==> src/rtl/rrf_pkg.sv <==
package rrf_pkg;
  localparam int unsigned NUM_FIELDS = 4;
  localparam int unsigned IDX_W      = $clog2(NUM_FIELDS);

  typedef enum logic [1:0] {
    ST_IDLE = 2'd0,
    ST_READ = 2'd1,
    ST_ADV  = 2'd2
  } rrf_state_e;
endpackage

==> src/rtl/rrf_seq.sv <==
module rrf_seq
  import rrf_pkg::*;
#(
  parameter int unsigned PTR_W = 16
) (
  input  logic               clk,
  input  logic               rst,
  input  logic               start,
  input  logic               wide,
  input  logic [PTR_W-1:0]   upper,
  input  logic [PTR_W-1:0]   rd_ptr,
  input  logic               mem_rvalid,
  output logic               mem_req,
  output logic [2*PTR_W-1:0] mem_addr,
  output logic               cap_en,
  output logic [IDX_W-1:0]   cap_idx,
  output logic               adv,
  output logic               busy,
  output logic               done
);
  localparam logic [IDX_W-1:0] LAST_IDX = IDX_W'(NUM_FIELDS - 1);

  rrf_state_e       state_q;
  logic [IDX_W-1:0] idx_q;

  function automatic logic [PTR_W-1:0] slot_ptr(input logic [PTR_W-1:0] base,
                                                input logic [IDX_W-1:0] k,
                                                input logic             w);
    logic [PTR_W-1:0] off;
    off = w ? (PTR_W'(k) << 2) : (PTR_W'(k) << 1);
    return base + off;
  endfunction

  always_ff @(posedge clk) begin
    if (rst) begin
      state_q  <= ST_IDLE;
      idx_q    <= '0;
      mem_req  <= 1'b0;
      mem_addr <= '0;
      done     <= 1'b0;
    end else begin
      done <= 1'b0;
      unique case (state_q)
        ST_IDLE: begin
          if (start) begin
            state_q  <= ST_READ;
            idx_q    <= '0;
            mem_req  <= 1'b1;
            mem_addr <= {upper, rd_ptr};
          end
        end
        ST_READ: begin
          if (mem_rvalid) begin
            if (idx_q == LAST_IDX) begin
              state_q <= ST_ADV;
              mem_req <= 1'b0;
            end else begin
              idx_q    <= idx_q + 1'b1;
              mem_addr <= {upper, slot_ptr(rd_ptr, idx_q + 1'b1, wide)};
            end
          end
        end
        ST_ADV: begin
          state_q <= ST_IDLE;
          done    <= 1'b1;
        end
        default: state_q <= ST_IDLE;
      endcase
    end
  end

  assign cap_en  = (state_q == ST_READ) && mem_rvalid;
  assign cap_idx = idx_q;
  assign adv     = (state_q == ST_ADV);
  assign busy    = (state_q != ST_IDLE);
endmodule

==> src/rtl/rrf_ptr_unit.sv <==
module rrf_ptr_unit
  import rrf_pkg::*;
#(
  parameter int unsigned PTR_W = 16
) (
  input  logic             clk,
  input  logic             rst,
  input  logic             wide,
  input  logic             busy,
  input  logic             adv,
  input  logic             rp_wr,
  input  logic [PTR_W-1:0] rp_wdata,
  input  logic             exh_clr,
  input  logic [PTR_W-1:0] ring_start,
  input  logic [PTR_W-1:0] ring_end,
  input  logic [PTR_W-1:0] wr_ptr,
  output logic [PTR_W-1:0] rd_ptr,
  output logic             exhausted
);
  localparam logic [PTR_W-1:0] EVEN_MASK  = ~PTR_W'(1);
  localparam logic [PTR_W-1:0] STRIDE_N   = PTR_W'(NUM_FIELDS * 2);
  localparam logic [PTR_W-1:0] STRIDE_W   = PTR_W'(NUM_FIELDS * 4);

  logic [PTR_W-1:0] start_m, end_m, wr_m;
  logic [PTR_W-1:0] stepped, next_ptr;

  always_comb begin
    start_m  = ring_start & EVEN_MASK;
    end_m    = ring_end   & EVEN_MASK;
    wr_m     = wr_ptr     & EVEN_MASK;
    stepped  = rd_ptr + (wide ? STRIDE_W : STRIDE_N);
    next_ptr = (stepped == end_m) ? start_m : stepped;
  end

  always_ff @(posedge clk) begin
    if (rst) begin
      rd_ptr    <= '0;
      exhausted <= 1'b0;
    end else if (adv) begin
      rd_ptr <= next_ptr;
      if (next_ptr == wr_m) exhausted <= 1'b1;
    end else if (!busy) begin
      if (rp_wr)   rd_ptr    <= rp_wdata & EVEN_MASK;
      if (exh_clr) exhausted <= 1'b0;
    end
  end
endmodule

==> src/rtl/rrf_field_regs.sv <==
module rrf_field_regs
  import rrf_pkg::*;
#(
  parameter int unsigned DATA_W = 16
) (
  input  logic                         clk,
  input  logic                         rst,
  input  logic                         cap_en,
  input  logic [IDX_W-1:0]             cap_idx,
  input  logic [DATA_W-1:0]            wdata,
  output logic [NUM_FIELDS*DATA_W-1:0] fields
);
  for (genvar g = 0; g < NUM_FIELDS; g++) begin : g_field
    always_ff @(posedge clk) begin
      if (rst)
        fields[g*DATA_W +: DATA_W] <= '0;
      else if (cap_en && cap_idx == IDX_W'(g))
        fields[g*DATA_W +: DATA_W] <= wdata;
    end
  end
endmodule

==> src/rtl/rx_ring_fetch.sv <==
module rx_ring_fetch
  import rrf_pkg::*;
#(
  parameter int unsigned PTR_W = 16
) (
  input  logic               clk,
  input  logic               rst,
  input  logic               fetch_cmd,
  input  logic               exh_clr,
  input  logic               rx_en,
  input  logic               wide_mode,
  input  logic [PTR_W-1:0]   upper_addr,
  input  logic [PTR_W-1:0]   ring_start,
  input  logic [PTR_W-1:0]   ring_end,
  input  logic [PTR_W-1:0]   wr_ptr,
  input  logic               rp_wr,
  input  logic [PTR_W-1:0]   rp_wdata,
  input  logic               mem_rvalid,
  input  logic [PTR_W-1:0]   mem_rdata,
  output logic               mem_req,
  output logic [2*PTR_W-1:0] mem_addr,
  output logic [PTR_W-1:0]   rd_ptr,
  output logic [2*PTR_W-1:0] buf_addr,
  output logic [2*PTR_W-1:0] buf_words,
  output logic               busy,
  output logic               done,
  output logic               exhausted,
  output logic               rx_ok
);
  logic                        start, cap_en, adv;
  logic [IDX_W-1:0]            cap_idx;
  logic [NUM_FIELDS*PTR_W-1:0] fields;

  assign start = !busy && (fetch_cmd || (exh_clr && exhausted));

  rrf_seq #(.PTR_W(PTR_W)) u_seq (
    .clk, .rst, .start, .wide(wide_mode), .upper(upper_addr), .rd_ptr,
    .mem_rvalid, .mem_req, .mem_addr, .cap_en, .cap_idx, .adv, .busy, .done
  );

  rrf_ptr_unit #(.PTR_W(PTR_W)) u_ptr (
    .clk, .rst, .wide(wide_mode), .busy, .adv, .rp_wr, .rp_wdata, .exh_clr,
    .ring_start, .ring_end, .wr_ptr, .rd_ptr, .exhausted
  );

  rrf_field_regs #(.DATA_W(PTR_W)) u_fields (
    .clk, .rst, .cap_en, .cap_idx, .wdata(mem_rdata), .fields
  );

  assign buf_addr  = fields[0 +: 2*PTR_W];
  assign buf_words = fields[2*PTR_W +: 2*PTR_W];
  assign rx_ok     = rx_en && !exhausted;
endmodule

==> config.mk <==
export PLATFORM = sky130hd
export DESIGN_NAME = rx_ring_fetch
export DESIGN_NICKNAME = d
export VERILOG_FILES = /design/src/rtl/rrf_pkg.sv /design/src/rtl/rrf_seq.sv /design/src/rtl/rrf_ptr_unit.sv /design/src/rtl/rrf_field_regs.sv /design/src/rtl/rx_ring_fetch.sv
export SDC_FILE = /design/constraint.sdc
export NUM_CORES = 1
export LEC_CHECK = 0
export BUFFER_PORTS_ARGS = -buffer_cell sky130_fd_sc_hd__buf_2
export CELL_PAD_IN_SITES_DETAIL_PLACEMENT = 0
export CELL_PAD_IN_SITES_GLOBAL_PLACEMENT = 1
export CORE_UTILIZATION = 38
export CTS_CLUSTER_SIZE = 25
export DETAILED_ROUTE_END_ITERATION = 6
export GPL_TIMING_DRIVEN = 0
export PLACE_DENSITY = 0.88
export SLEW_MARGIN = 20
export SYNTH_ARGS = -nofsm -noshare
export SYNTH_HDL_FRONTEND = slang
export SYNTH_SLANG_ARGS = --single-unit
==> constraint.sdc <==
create_clock -name clk -period 7.7 [get_ports clk]
set_input_delay 0 -clock clk [delete_from_list [all_inputs] [get_ports clk]]
set_output_delay 0 -clock clk [all_outputs]
set_load 0.01 [all_outputs]
==> results.sh <==
export IMPL_fmaxAchievable_ghz=0.228
export IMPL_hpwlAfterDp_mm=14.8
export IMPL_cts_tree="built"
export IMPL_vias_per_cell=5.07
export IMPL_syn_avg_cell_area_um2=7.88
export IMPL_place_ws_ps=3920
export IMPL_critPathMaxFanout=10
export IMPL_period_share_pct=57.0
export IMPL_critPathLaunchType="flop"
export IMPL_grt_start_max_net_pins=17
export IMPL_cp_arrival_ps=4750
export IMPL_final_cells=1240
export IMPL_critPathCaptureType="flop"
export IMPL_tightest_slew_ps=623
export IMPL_period_minus_slack_ps=4390
export IMPL_ioPinCount=221
export IMPL_post_cts_resized=0
export IMPL_clock_sinks=119
export IMPL_hold_viol_final=0
export IMPL_synth_area_um2=5880
export IMPL_port_buffers=215
export IMPL_critPathSlowestCell="dlygate4sd3_1"
export IMPL_grt_pass1_vias=5950
export IMPL_fp_dieArea_um2=16000
export IMPL_syn_nets=861
export IMPL_drt_wl_total_mm=19.7
export IMPL_std_cell_rows=45
export IMPL_place_inst=1149
export IMPL_power_density_nw_per_um2=214
export IMPL_crit_family="simple AND/OR/NAND/NOR gates"
export IMPL_nNetsFinal=1154
export IMPL_drc_errors=0
export IMPL_maxSlewHeadroom_pct=58.1
export IMPL_grt_pass1_wl_mm=30.5
export IMPL_antenna_found_initial=0
export IMPL_ir_drop_mv=0.158
export IMPL_numCtsBuffers=17
export IMPL_post_drt_wl_per_cell_um=15.9
export IMPL_postCtsSetupBuffers=0
export IMPL_gp_congestion=0.916
export IMPL_setup_slack_ps=3310
export IMPL_grt_util_all_layers_pct=24.5
export IMPL_drive_gt1_share_pct=25.7
export IMPL_firstDrtPassIters=5
export IMPL_overflow=0
export IMPL_critPathMaxStageDelay_ps=560
export IMPL_core_area_um2=15100
export IMPL_ys_seq_elements=119
export IMPL_fin_util_pct=55.4
export IMPL_cts_root_buf="clkbuf_16"
export IMPL_yosysUniqueCellTypes=57
export IMPL_synth_edf_count=0
export IMPL_p_leak_uw=0.00372
export IMPL_start_util_pct=38.8
export IMPL_cp_cell_sequence="ha_1, inv_1, fa_1, nand3b_4, nor3_1, mux2i_1, and4_1, nand4_4, buf_6, mux2i_4, xnor2_1, nor4_2, nand4_1, o21ai_1, dlygate4sd3_1"
export IMPL_synthCells=746
export IMPL_crit_type="reg -> reg"
export IMPL_cap_violations=0
export IMPL_cts_max_path_buffers=2
export IMPL_fin_tns_setup_ps=0
export IMPL_outcome="completed"
export IMPL_seq_area_frac_synth_pct=40.5
export IMPL_cts_max_level=4
export IMPL_dieHeight_um=126
export IMPL_num_vias=6282
export IMPL_drv_slew=0
export IMPL_antenna_left=0
export IMPL_insertion_delay_ps=420
export IMPL_rsz0062_at_grt="false"
export IMPL_hp_class="in -> reg"
export IMPL_syn2layout_area_growth_pct=42.8
export IMPL_die_w_um=126
export IMPL_setup_viol=0
export IMPL_cp_required_ps=8060
export IMPL_antennaDiodeCount=0
export IMPL_fin_worst_skew_ps=11.0
export IMPL_path_buf_inv=3
export IMPL_clk_pin_slew_ps=60
export IMPL_ys_flop_type="dfxtp_1"
export IMPL_yosys_warnings=0
export IMPL_holdBufCountCts=59
export IMPL_synthArstFlopShare_pct=0
export IMPL_drt_iter0_markers=305
export IMPL_reg2reg_slack_ps=3310
[worst register-to-register path, stage by stage, from the launching register on]
cell and delay (ps):
dfxtp_1 480, ha_1 290, inv_1 70, fa_1 480
nand3b_4 240, nor3_1 400, mux2i_1 240, and4_1 250
nand4_4 180, buf_6 210, mux2i_4 190, xnor2_1 150
nor4_2 220, nand4_1 190, o21ai_1 160, dlygate4sd3_1 560
[placed cells by master (no fill, tap or decap), types with 4 or more instances in the layout]
cell type,count
o22a_1,12
clkbuf_1,48
mux2i_1,10
nand2b_1,7
nand2_1,181
o21ai_0,21
and3_1,7
clkbuf_16,17
dfxtp_1,119
a21oi_1,119
nor3_1,12
inv_1,24
ha_1,9
o21ai_1,4
nand4_1,7
nand3_1,6
dlygate4sd3_1,59
bufinv_16,4
buf_2,218
o22ai_1,4
a211oi_1,16
nor2b_1,6
xor2_1,11
buf_4,4
xnor2_1,33
nor2_1,38
[logic make-up after synthesis]
| logic type | count (synthesis) | synth area share (%) |
|---|---|---|
| AO/OA/AOI/OAI | 194 | 19.7 |
| XOR/XNOR | 46 | 7.32 |
| adder cells (fa/ha/maj) | 11 | 2.60 |
| buffers and inverters | 81 | 5.62 |
| flip-flops | 119 | 40.5 |
| multiplexers | 15 | 2.89 |
| AND/OR/NAND/NOR | 280 | 21.4 |
[cells in the mapped netlist, types with 2 or more instances]
cell / number / area share, %
a2111o_1: 2 / 0.38
a2111oi_0: 2 / 0.30
a211oi_1: 16 / 2.0
a21oi_1: 119 / 10
and2_1: 2 / 0.21
and3_1: 7 / 0.74
buf_2: 3 / 0.26
buf_4: 4 / 0.51
clkbuf_1: 45 / 2.9
dfxtp_1: 119 / 41
fa_1: 2 / 0.68
ha_1: 9 / 1.9
inv_1: 24 / 1.5
inv_2: 3 / 0.19
mux2_2: 3 / 0.57
mux2i_1: 10 / 1.7
nand2_1: 181 / 12
nand2b_1: 7 / 0.74
nand3_1: 6 / 0.51
nand4_1: 7 / 0.74
nor2_1: 38 / 2.4
nor2b_1: 6 / 0.64
nor3_1: 12 / 1.0
nor4_1: 3 / 0.32
nor4_4: 2 / 0.72
o211ai_1: 2 / 0.26
o21ai_0: 21 / 1.8
o21ai_1: 4 / 0.34
o221ai_1: 2 / 0.30
o22a_1: 12 / 1.8
o22ai_1: 4 / 0.43
xnor2_1: 33 / 4.9
xnor3_1: 2 / 0.77
xor2_1: 11 / 1.6
[per-layer routing]
layer | global-route usage (%) | share of wire, % | vias up
li1 | - | - | 3122
met1 | 30.8 | 45 | 2872
met2 | 40.4 | 46 | 249
met3 | 5.86 | 6.3 | 39
met4 | 9.92 | 2.7 | 0
met5 | 0 | 0 | -
[stage by stage]
stage	hold slack, ps	power, uW	area (um^2)
after floorplan	136	838	5880
after global placement	241	945	7190
after detailed placement	249	948	7190
after CTS	3.53	1800	8390
after global routing	29.1	1860	8390
final	26.5	1790	8390
[final cells by class]
class / count / area [um^2]
inverter: 27 / 101
timing repair buffer: 274 / 1670
tap: 188 / 235
clock inverter: 12 / 176
buffer: 54 / 229
sequential: 119 / 2380
fill: 1453 / 6750
clock buffer: 20 / 437
multi-input combinational: 546 / 3170
[power breakdown]
part / internal (uW) / total [uW] / switching, uW
Combinational: 132 / 300 / 168
Sequential: 644 / 664 / 19.7
Clock: 541 / 829 / 288
[path summary, 6_finish.rpt]
check                      start                   to  depth (start not counted)
max              u_ptr.rd_ptr[3]      u_ptr.exhausted                         15
min                ring_start[4]      u_ptr.rd_ptr[4]                          4
max reg2reg      u_ptr.rd_ptr[3]      u_ptr.exhausted                         15
min reg2reg  u_fields.fields[15]  u_fields.fields[15]                          2
[state kept, by name (all words and copies together) (netlist names)]
register and cells:
u_seq.state_q 2, u_fields.fields 64, u_seq.cap_idx 2, u_seq.mem_addr 32, u_ptr.exhausted 1, u_seq.mem_req 1
u_seq.done 1, u_ptr.rd_ptr 16
Note: power is estimated with default switching activity, not from simulation.
